**config.mk**
```make
export PLATFORM = sky130hd
export DESIGN_NAME = lockstep_ctrl
export DESIGN_NICKNAME = d
export VERILOG_FILES = /design/src/rtl/lockstep_ctrl.sv
export SDC_FILE = /design/constraint.sdc
export NUM_CORES = 1
export LEC_CHECK = 0
export BUFFER_PORTS_ARGS = -buffer_cell sky130_fd_sc_hd__buf_4
export CORE_UTILIZATION = 40
export DETAILED_ROUTE_END_ITERATION = 16
export GPL_TIMING_DRIVEN = 0
export PLACE_DENSITY_LB_ADDON = 0.15
export SYNTH_ARGS = -nofsm -noshare
export SYNTH_HDL_FRONTEND = slang
export SYNTH_SLANG_ARGS = --single-unit
export TNS_END_PERCENT = 1
```
**constraint.sdc**
```tcl
create_clock -name clk -period 1.5 [get_ports clk]
set_input_delay 0.15 -clock clk [delete_from_list [all_inputs] [get_ports clk]]
set_output_delay 0.15 -clock clk [all_outputs]
set_load 0.1 [all_outputs]
```
**src/rtl/lockstep_ctrl.sv**
```systemverilog
module lockstep_ctrl #(
  parameter int                 ADDR_W     = 8,
  parameter logic [ADDR_W-1:0]  REG_ADDR   = '0,
  parameter int                 RST_CYCLES = 16
) (
  input  logic              clk,
  input  logic              rst_n,
  input  logic              wr_en,
  input  logic [ADDR_W-1:0] addr,
  input  logic [31:0]       wdata,
  output logic [31:0]       rdata,
  output logic              lockstep_mode,
  output logic              cluster_rst,
  output logic              rom_wait_en,
  output logic              mode_locked
);
  localparam int CW = $clog2(RST_CYCLES + 1);
  localparam logic [CW-1:0] LAST = CW'(RST_CYCLES - 1);

  logic [2:0]    mode_req, swait_req, wait_req;
  logic          busy;
  logic [CW-1:0] cnt;

  wire sel       = (addr == REG_ADDR);
  wire wr_hit    = wr_en && sel;
  wire trig      = wr_hit && (wdata[18:16] == 3'b111) && !busy;
  wire want_lock = |mode_req;
  wire deferred  = &swait_req;
  wire latch_now = busy && (cnt == '0);
  wire apply     = !mode_locked && (want_lock != lockstep_mode) &&
                   (deferred ? latch_now : 1'b1);

  assign rdata = sel ? {5'b0, wait_req, 8'b0, 5'b0, swait_req, 5'b0, mode_req} : 32'h0;
  assign cluster_rst = busy;

  always_ff @(posedge clk or negedge rst_n) begin
    if (!rst_n) begin
      mode_req    <= 3'b111;
      swait_req   <= 3'b111;
      wait_req    <= 3'b000;
      rom_wait_en <= 1'b0;
    end else if (wr_hit) begin
      mode_req    <= wdata[2:0];
      swait_req   <= wdata[10:8];
      wait_req    <= wdata[26:24];
      rom_wait_en <= (wdata[26:24] == 3'b111);
    end
  end

  always_ff @(posedge clk or negedge rst_n) begin
    if (!rst_n) begin
      busy <= 1'b0;
      cnt  <= '0;
    end else if (trig) begin
      busy <= 1'b1;
      cnt  <= '0;
    end else if (busy) begin
      if (cnt == LAST) begin
        busy <= 1'b0;
        cnt  <= '0;
      end else begin
        cnt <= cnt + 1'b1;
      end
    end
  end

  always_ff @(posedge clk or negedge rst_n) begin
    if (!rst_n) begin
      lockstep_mode <= 1'b1;
      mode_locked   <= 1'b0;
    end else if (apply) begin
      lockstep_mode <= want_lock;
      mode_locked   <= 1'b1;
    end
  end
endmodule

```
==> flow_metrics.tcl, run 1 <==
set metrics [dict create \
    status "complete, but fails checks" \
    failed_checks "setup timing" \
    layout-drive-gt1-share 0.582 \
    dr_wl_met2_mm 1.14 \
    ys_warn_count 0 \
    dp_cells 189 \
    seq_area_frac_synth 0.417 \
    die_y_um 54.5 \
    design_area_um2 1710 \
    hold_viol 0 \
    multi_input_area_um2 562 \
    endpoint_kind "output pin" \
    drt_first_iter_violations 7 \
    area_delta_synth_final_pct 55.3 \
    num_vias 892 \
    grt_max_degree 19 \
    first_pass_iters 4 \
    grt_pass1_wl_mm 3.26 \
    final_cells 195 \
    route.antenna.remaining_nets 0 \
    synth.avg_cell_area_um2 10.8 \
    worstPathArrival_ns 1.40 \
    die_area_um2 2970 \
    period_needed_ns 1.55 \
    htreeDepth 1 \
    fin_util 0.673 \
    synth-edff-count 0 \
    dpl_cell_area_um2 1500 \
    core_um2 2540 \
    post_cts_buffers 0 \
    final_common_cell "buf_4" \
    fin_setup_tns_ns -0.291 \
    start_kind "input port" \
    leakage_nw 0.872 \
    drcViolationCount 0 \
    vdd.ir_drop.worst_v 0.000580 \
    met1_length_um 856 \
    p_per_area_nw_per_um2 784 \
    cap_viol_max_count 0 \
    path_max_fanout 5 \
    syn_area_um2 1100 \
    n_antenna_cell 0 \
    totalPowerFinal_mw 1.34 \
    row_count 18 \
    fin_skew_ns 0.00856 \
    seq_area_um2 460 \
    cp.required_ns 1.35 \
    ys_async_sr_fraction 1.00 \
    dr_wl_met3_um 154 \
    grt_remaining_overflow 0 \
    cts_tree "yes" \
    cts_buffer_depth 2 \
    drv_slew 0 \
    cts_root_buf "clkbuf_4" \
    finalCritPeriodShare 1.04 \
    grt.total_usage 0.158 \
    rsz0062_at_grt "yes" \
    antenna_found_initial 0 \
    gp_congestion 0.727 \
    critPathKind "input port to output pin" \
    finalSetupViolCount 9 \
    top_layer_used "met4" \
    grt_pass1_vias 751 \
    synth_cell_types 28 \
    synthCells 102 \
    dpl.hpwl_mm 1.65 \
    die_w_um 54.5 \
    nNetsFinal 211 \
    layout_common_cells "buf_4 (47), conb_1 (23), buf_12 (10), dfrtp_1 (10), inv_1 (8)" \
    routedWlPerCell_um 11.1 \
    viasPerCell 4.57 \
    insertion_delay_ns 0.29 \
    routed_wl_mm 2.17 \
    holdCritPathClass "input port to flip-flop" \
    clk_pin_slew_ns 0.11 \
    io_buffers 35 \
    setup_ws_ns -0.0533 \
    cts_inserted_buffers 3 \
    start_util 0.433 \
    fillCellCount 194 \
    cts_sinks 18 \
    synth_ff_type "dfrtp_1" \
    io_pins 79 \
    ys_ff_latch 18 \
    clock.fmax_ghz 0.644 \
]
-- path summary, 6_finish.rpt --
path | slack (ns) | from | endpoint | cells past startpoint
worst max register to register | 0.19 | cnt[0]$_DFFE_PN0P_ | lockstep_mode$_DFFE_PN1P_ | 4
min in group asynchronous | 0.24 | rst_n | wait_req[1]$_DFFE_PN0P_ | 2
worst min-delay path | 0.08 | wdata[2] | mode_req[2]$_DFFE_PN1P_ | 2
worst min register to register | 0.53 | wait_req[1]$_DFFE_PN0P_ | wait_req[1]$_DFFE_PN0P_ | 1
max in group asynchronous | 1.00 | rst_n | lockstep_mode$_DFFE_PN1P_ | 2
worst max-delay path | -0.05 | addr[6] | rdata[1] | 5
-- per-layer routing --
metal	global-route usage	vias to the layer above
met1	0.177	407
met2	0.291	49
li1	-	434
met3	0.0361	2
met4	0.0513	0
met5	0	-
-- logic make-up after synthesis --
group,Yosys count,synth area share
flip-flops,18,0.417
AO/OA/AOI/OAI,14,0.0874
other,1,0.00340
adder cells (fa/ha/maj),2,0.0227
buffers and inverters,32,0.194
multiplexers,11,0.135
XOR/XNOR,2,0.0159
AND/OR/NAND/NOR,22,0.125
-- power by group --
part,internal [mW],switching (mW),total (mW)
Combinational,0.133,0.362,0.495
Clock,0.148,0.151,0.298
Sequential,0.523,0.0260,0.549
Total,0.804,0.538,1.34
-- worst max-delay path: stages --
cell and delay [ns]:
buf_6 0.09, or4_4 0.59, nor2_4 0.21, and2_4 0.19
buf_12 0.17
-- cells in the mapped netlist, types with 2 or more instances --
cell     count  share of area
buf_4       23           0.16
dfrtp_1     11           0.25
and2_1       9          0.051
inv_1        8          0.027
dfstp_2      7           0.17
mux2_4       7          0.095
nand3_1      6          0.027
mux2_2       3          0.031
o21ai_0      3          0.014
a31oi_1      2          0.011
ha_1         2          0.023
o22ai_1      2          0.011
o31ai_1      2          0.014
or3_1        2          0.011
xnor2_1      2          0.016
-- layout make-up --
class,count,area share
timing repair buffer,36,0.230
buffer,24,0.113
inverter,8,0.0175
sequential,18,0.269
tap,30,0.0219
clock buffer,4,0.0212
multi-input combinational,75,0.328
-- through the flow --
| stage | hold WS [ns] | setup WS, ns |
|---|---|---|
| 2_1_floorplan | -0.146 | -0.141 |
| 3_3_place_gp | 0.0298 | -0.353 |
| 3_5_place_dp | 0.0299 | -0.380 |
| 4_1_cts | 0.0772 | -0.0687 |
| 5_1_grt | 0.0631 | -0.0825 |
| 6_report | 0.0812 | -0.0533 |
-- sequential cells by signal (all words and copies together), names as in the netlist --
register / flops
cluster_rst: 1
cnt: 5
lockstep_mode: 1
mode_locked: 1
mode_req: 3
rom_wait_en: 1
swait_req: 3
wait_req: 3
-- timing repair --
action	in CTS	in global routing
gates resized for setup	26	17
pin swaps	1	8
hold buffers	1	0
setup endpoints to repair	12	16
gates cloned	1	0
hold endpoints to repair	18	0
No activity file was read; power rests on OpenSTA's default activity.
==> run 2, diff against run 1 <==
--- a/config.mk
+++ b/config.mk
@@ -6,6 +6,7 @@
 export NUM_CORES = 1
 export LEC_CHECK = 0
 export BUFFER_PORTS_ARGS = -buffer_cell sky130_fd_sc_hd__buf_4
+export CORE_ASPECT_RATIO = 1.75
 export CORE_UTILIZATION = 40
 export DETAILED_ROUTE_END_ITERATION = 16
 export GPL_TIMING_DRIVEN = 0
@@ -13,4 +14,3 @@
 export SYNTH_ARGS = -nofsm -noshare
 export SYNTH_HDL_FRONTEND = slang
 export SYNTH_SLANG_ARGS = --single-unit
-export TNS_END_PERCENT = 1
==> run 2 against run 1 <==
The flow still finishes with violations (setup timing); critical path depth did not move; via count rose by 1.9%; cell count fell by 0.51%; core utilization rose by 2.0 points; clock power rose by 32%; hold slack improved by 0.047 ns; maximum frequency fell by 0.56%; clock-buffer cell count did not move; total power rose by 7.7%; clock skew fell by 0.0069 ns; largest power group unchanged.
==> flow_metrics.tcl, run 2 (same netlist as run 1, synthesis figures left out) <==
set metrics [dict create \
    status "complete, but fails checks" \
    failed_checks "setup timing" \
    io_buffers 35 \
    cp_slowest_cell "or4_4" \
    drcViolationCount 0 \
    viasPerCell 4.69 \
    critPathTopFamily "simple AND/OR/NAND/NOR gates" \
    row_count 24 \
    dpl.hpwl_mm 1.87 \
    r2r_start "cnt[0]$_DFFE_PN0P_" \
    fin_util 0.693 \
    vdd.ir_drop.worst_v 0.000764 \
    grt.total_usage 0.174 \
    fin_skew_ns 0.00164 \
    cp.required_ns 1.64 \
    gp_congestion 0.701 \
    crit_start "addr[1]" \
    p_sw_mw 0.551 \
    grt_pass1_vias 920 \
    top_register "cnt" \
    timing.rr.end "lockstep_mode$_DFFE_PN1P_" \
    p_per_area_nw_per_um2 817 \
    core_um2 2550 \
    start_util 0.432 \
    leakage_nw 0.917 \
    totalPowerFinal_mw 1.45 \
    grt_remaining_overflow 0 \
    comb_power_share 0.348 \
    period_needed_ns 1.56 \
    holdCritPathClass "input port to flip-flop" \
    largest_reg_flops 5 \
    htreeDepth 1 \
    routedWlPerCell_um 13.2 \
    start_kind "input port" \
    insertion_delay_ns 0.25 \
    min_to "swait_req[2]$_DFFE_PN1P_" \
    fin_setup_tns_ns -0.496 \
    endpoint_kind "flip-flop" \
    cts_inserted_buffers 3 \
    n_antenna_cell 0 \
    finalSetupViolCount 15 \
    path_depth 5 \
    cap_viol_max_count 0 \
    die_y_um 71.4 \
    drv_slew 0 \
    p_sw_frac 0.381 \
    die_w_um 41.7 \
    reg2reg_slack_ns 0.18 \
    crit_chain "buf_6 > or4_4 > or3_4 > buf_8 > mux2_4" \
    layout-drive-gt1-share 0.595 \
    route.antenna.remaining_nets 0 \
    cts_sinks 18 \
    final_common_cell "buf_4" \
    critPathBufInv 2 \
    clk_pin_slew_ns 0.07 \
    cts_tree "yes" \
    finalCritPeriodShare 1.04 \
    routed_wl_mm 2.56 \
    grt_max_degree 19 \
    clock.fmax_ghz 0.640 \
    min_path_cells 2 \
    slowest_delay_ns 0.59 \
    antenna_found_initial 0 \
    rsz0062_at_grt "yes" \
    seqPwrFrac 0.381 \
    path_max_fanout 10 \
    hold_viol 0 \
    critPathKind "input port to flip-flop" \
    io_pins 79 \
    num_vias 909 \
    setup_ws_ns -0.0620 \
    hold_start "wdata[10]" \
    die_area_um2 2980 \
    intPower_mw 0.894 \
    layout_common_cells "buf_4 (47), conb_1 (23), dfrtp_1 (9), buf_12 (9)" \
    drt_first_iter_violations 19 \
    cts_root_buf "clkbuf_8" \
    grt_pass1_wl_mm 4.06 \
    worstRegToRegCells 4 \
    first_pass_iters 4 \
    nNetsFinal 214 \
    area_delta_synth_final_pct 60.4 \
    worstPathArrival_ns 1.70 \
    cts_buffer_depth 2 \
    clkPwrFrac 0.272 \
]
## run 2: metrics by stage
step / area [um^2] / hold WS (ns) / std cells / worst slack, ns
5_1_grt: 1770 / 0.125 / 194 / -0.0916
3_5_place_dp: 1500 / 0.0341 / 185 / -0.416
2_1_floorplan: 1200 / -0.146 / 124 / -0.141
3_3_place_gp: 1500 / 0.0319 / 185 / -0.419
4_1_cts: 1700 / 0.124 / 193 / -0.0655
6_report: 1770 / 0.128 / 194 / -0.0620
## run 2: power groups by stage
stage                     Sequential [mW]  Clock (mW)  Combinational [mW]
after floorplan                     0.601           0               0.361
after global placement              0.555           0               0.482
after detailed placement            0.557           0               0.486
after CTS                           0.549       0.400               0.494
after global routing                0.555       0.415               0.526
final                               0.550       0.393               0.502
## run 2: worst max path at each step
stage                                    endpoint  slack (ns)
after floorplan           wait_req[1]$_DFFE_PN0P_       -0.14
after detailed placement                rdata[24]       -0.42
final                     wait_req[2]$_DFFE_PN0P_       -0.06
after global placement                  rdata[24]       -0.42
after CTS                               rdata[10]       -0.07
after global routing      wait_req[2]$_DFFE_PN0P_       -0.09
## run 2: layout make-up
| cell class | count | area (um^2) |
|---|---|---|
| Inverter | 8 | 30.0 |
| Multi-Input combinational cell | 75 | 574 |
| Timing Repair Buffer | 39 | 427 |
| Fill cell | 201 | 785 |
| Clock buffer | 4 | 55.1 |
| Tap cell | 26 | 32.5 |
| Buffer | 24 | 188 |
| Sequential cell | 18 | 462 |
## run 2: repair_timing
action,in CTS,in global routing
endpoints found under the hold margin,11,0
cloned,1,0
endpoints found under the setup margin,15,23
hold buffers,1,0
setup buffers,2,1
pin swaps,4,9
gates resized for setup,30,15
## run 2: layer usage
metal	routed length, um	up-vias	GRT usage
li1	-	440	-
met1	829	444	0.177
met2	1630	21	0.347
met3	63	4	0.0202
met4	34	0	0.0645
met5	0	-	0
==> run 3, diff against run 2 <==
--- a/config.mk
+++ b/config.mk
@@ -11,6 +11,7 @@
 export DETAILED_ROUTE_END_ITERATION = 16
 export GPL_TIMING_DRIVEN = 0
 export PLACE_DENSITY_LB_ADDON = 0.15
+export RECOVER_POWER = 25
 export SYNTH_ARGS = -nofsm -noshare
 export SYNTH_HDL_FRONTEND = slang
 export SYNTH_SLANG_ARGS = --single-unit
==> run 3 against run 2 <==
The flow still finishes with violations (setup timing); via count decreased by 0.22%; clock-buffer cell count unchanged; sequential power hardly changed; worst setup slack lost 0.00072 ns; sequential cell count unchanged; largest power group unchanged.
==> flow_metrics.tcl, run 3 (same netlist as run 1, synthesis figures left out) <==
set metrics [dict create \
    area_delta_synth_final_pct 60.0 \
    route.antenna.remaining_nets 0 \
    relSlewSlack 0.368 \
    crit_chain "buf_6 > or4_4 > or3_4 > buf_8 > mux2_4" \
    dp_cells 185 \
    cp.required_ns 1.64 \
    leakage_nw 0.914 \
    die_area_um2 2980 \
    dp_slack_ns -0.416 \
    dpl_cell_area_um2 1500 \
    antenna_found_initial 0 \
    largest_reg_flops 5 \
    totalPowerFinal_mw 1.44 \
    final_cells 194 \
    p_sw_mw 0.549 \
    row_count 24 \
    holdCritPathClass "input port to flip-flop" \
    fin_util 0.691 \
    layout_common_cells "buf_4 (46), conb_1 (23), dfrtp_1 (9), buf_12 (9)" \
    failed_checks "setup timing" \
    p_sw_frac 0.381 \
    cts_buffer_depth 2 \
    intPower_mw 0.893 \
    slowest_delay_ns 0.59 \
    routed_wl_mm 2.56 \
    cts_root_buf "clkbuf_8" \
    die_y_um 71.4 \
    cp_slowest_cell "or4_4" \
    grt_pass1_vias 920 \
    insertion_delay_ns 0.25 \
    critPathTopFamily "simple AND/OR/NAND/NOR gates" \
    final_common_cell "buf_4" \
    io_buffers 35 \
    rsz0062_at_grt "yes" \
    clk_pin_slew_ns 0.07 \
    cts_inserted_buffers 3 \
    setup_ws_ns -0.0627 \
    n_antenna_cell 0 \
    first_pass_iters 4 \
    fin_skew_ns 0.00191 \
    clock.fmax_ghz 0.640 \
    status "complete, but fails checks" \
    viasPerCell 4.68 \
    drcViolationCount 0 \
    seqPwrFrac 0.381 \
    nNetsFinal 214 \
    worst_slew_pin_slew_ns 0.948 \
    drv_slew 0 \
    dpl.hpwl_mm 1.87 \
    start_kind "input port" \
    die_w_um 41.7 \
    io_pins 79 \
    path_max_fanout 10 \
    finalSetupViolCount 15 \
    num_vias 907 \
    htreeDepth 1 \
    grt_remaining_overflow 0 \
    routedWlPerCell_um 13.2 \
    critPathKind "input port to flip-flop" \
    cts_tree "yes" \
    cap_viol_max_count 0 \
    start_util 0.432 \
    grt_pass1_wl_mm 4.06 \
    layout-drive-gt1-share 0.589 \
    endpoint_kind "flip-flop" \
    critPathBufInv 2 \
    finalCritPeriodShare 1.04 \
    cts_sinks 18 \
    grt_max_degree 19 \
    gp_congestion 0.701 \
    clkPwrFrac 0.271 \
    drt_first_iter_violations 17 \
    vdd.ir_drop.worst_v 0.000762 \
    grt.total_usage 0.174 \
    core_um2 2550 \
    period_needed_ns 1.56 \
    hold_viol 0 \
    p_per_area_nw_per_um2 817 \
    worstPathArrival_ns 1.70 \
    top_register "cnt" \
    design_area_um2 1760 \
    comb_power_share 0.347 \
]
## run 3: cell count changes in the layout (fill, tap and decap cells not counted)
cell | previous run | this run
buf_4 | 47 | 46
clkbuf_1 | 0 | 1
## run 3: worst register-to-register path, delay by kind of cell, from the launching register on
family | cells | cell delay (ns)
DFF | 1 | 0.41
muxes | 1 | 0.35
adders and majority gates | 1 | 0.21
AOI/OAI and AO/OA | 1 | 0.21
buffers and inverters | 1 | 0.06
## run 3: worst paths after layout
| kind | startpoint | to | slack [ns] | depth (start not counted) |
|---|---|---|---|---|
| max | addr[1] | wait_req[2]$_DFFE_PN0P_ | -0.06 | 5 |
| min | wdata[10] | swait_req[2]$_DFFE_PN1P_ | 0.13 | 2 |
| max reg2reg | cnt[0]$_DFFE_PN0P_ | lockstep_mode$_DFFE_PN1P_ | 0.18 | 4 |
| min reg2reg | rom_wait_en$_DFFE_PN0P_ | rom_wait_en$_DFFE_PN0P_ | 0.52 | 2 |
| max in group asynchronous | rst_n | mode_locked$_DFFE_PN0P_ | 0.30 | 2 |
| min in group asynchronous | rst_n | cnt[4]$_DFFE_PN0P_ | 0.56 | 2 |
## run 3: layer usage
metal  track usage  share of wire  wire length (um)
met1         0.177           0.32               816
met2         0.347           0.64              1640
met3        0.0202          0.028                71
met4        0.0645          0.012                31
met5             0              0                 0
## run 3: layout make-up
type,instances,area [um^2]
inverters,8,30.0
multi-input cells,75,574
plain buffers,24,188
well taps,26,32.5
repair buffers,39,423
clock buffers,4,55.1
fillers,203,788
flip-flops and latches,18,462
## run 3: timing repair
action                     CTS  global route
hold endpoints to repair    11             0
setup endpoints to repair   15            23
cloned                       1             0
hold buffers                 1             0
setup buffers                2             1
pin swaps                    4             9
resized for setup           30            15
## run 3: power groups by stage
stage	Combinational, mW	Clock [mW]	Sequential (mW)
6_report	0.501	0.391	0.550
5_1_grt	0.525	0.415	0.555
4_1_cts	0.494	0.400	0.549
3_5_place_dp	0.486	0	0.557
3_3_place_gp	0.482	0	0.555
2_1_floorplan	0.361	0	0.601
## run 3: through the flow
step / hold slack [ns] / setup TNS (ns)
4_1_cts: 0.124 / -0.494
5_1_grt: 0.125 / -0.978
3_5_place_dp: 0.0341 / -7.72
6_report: 0.129 / -0.514
3_3_place_gp: 0.0319 / -7.57
2_1_floorplan: -0.146 / -1.93
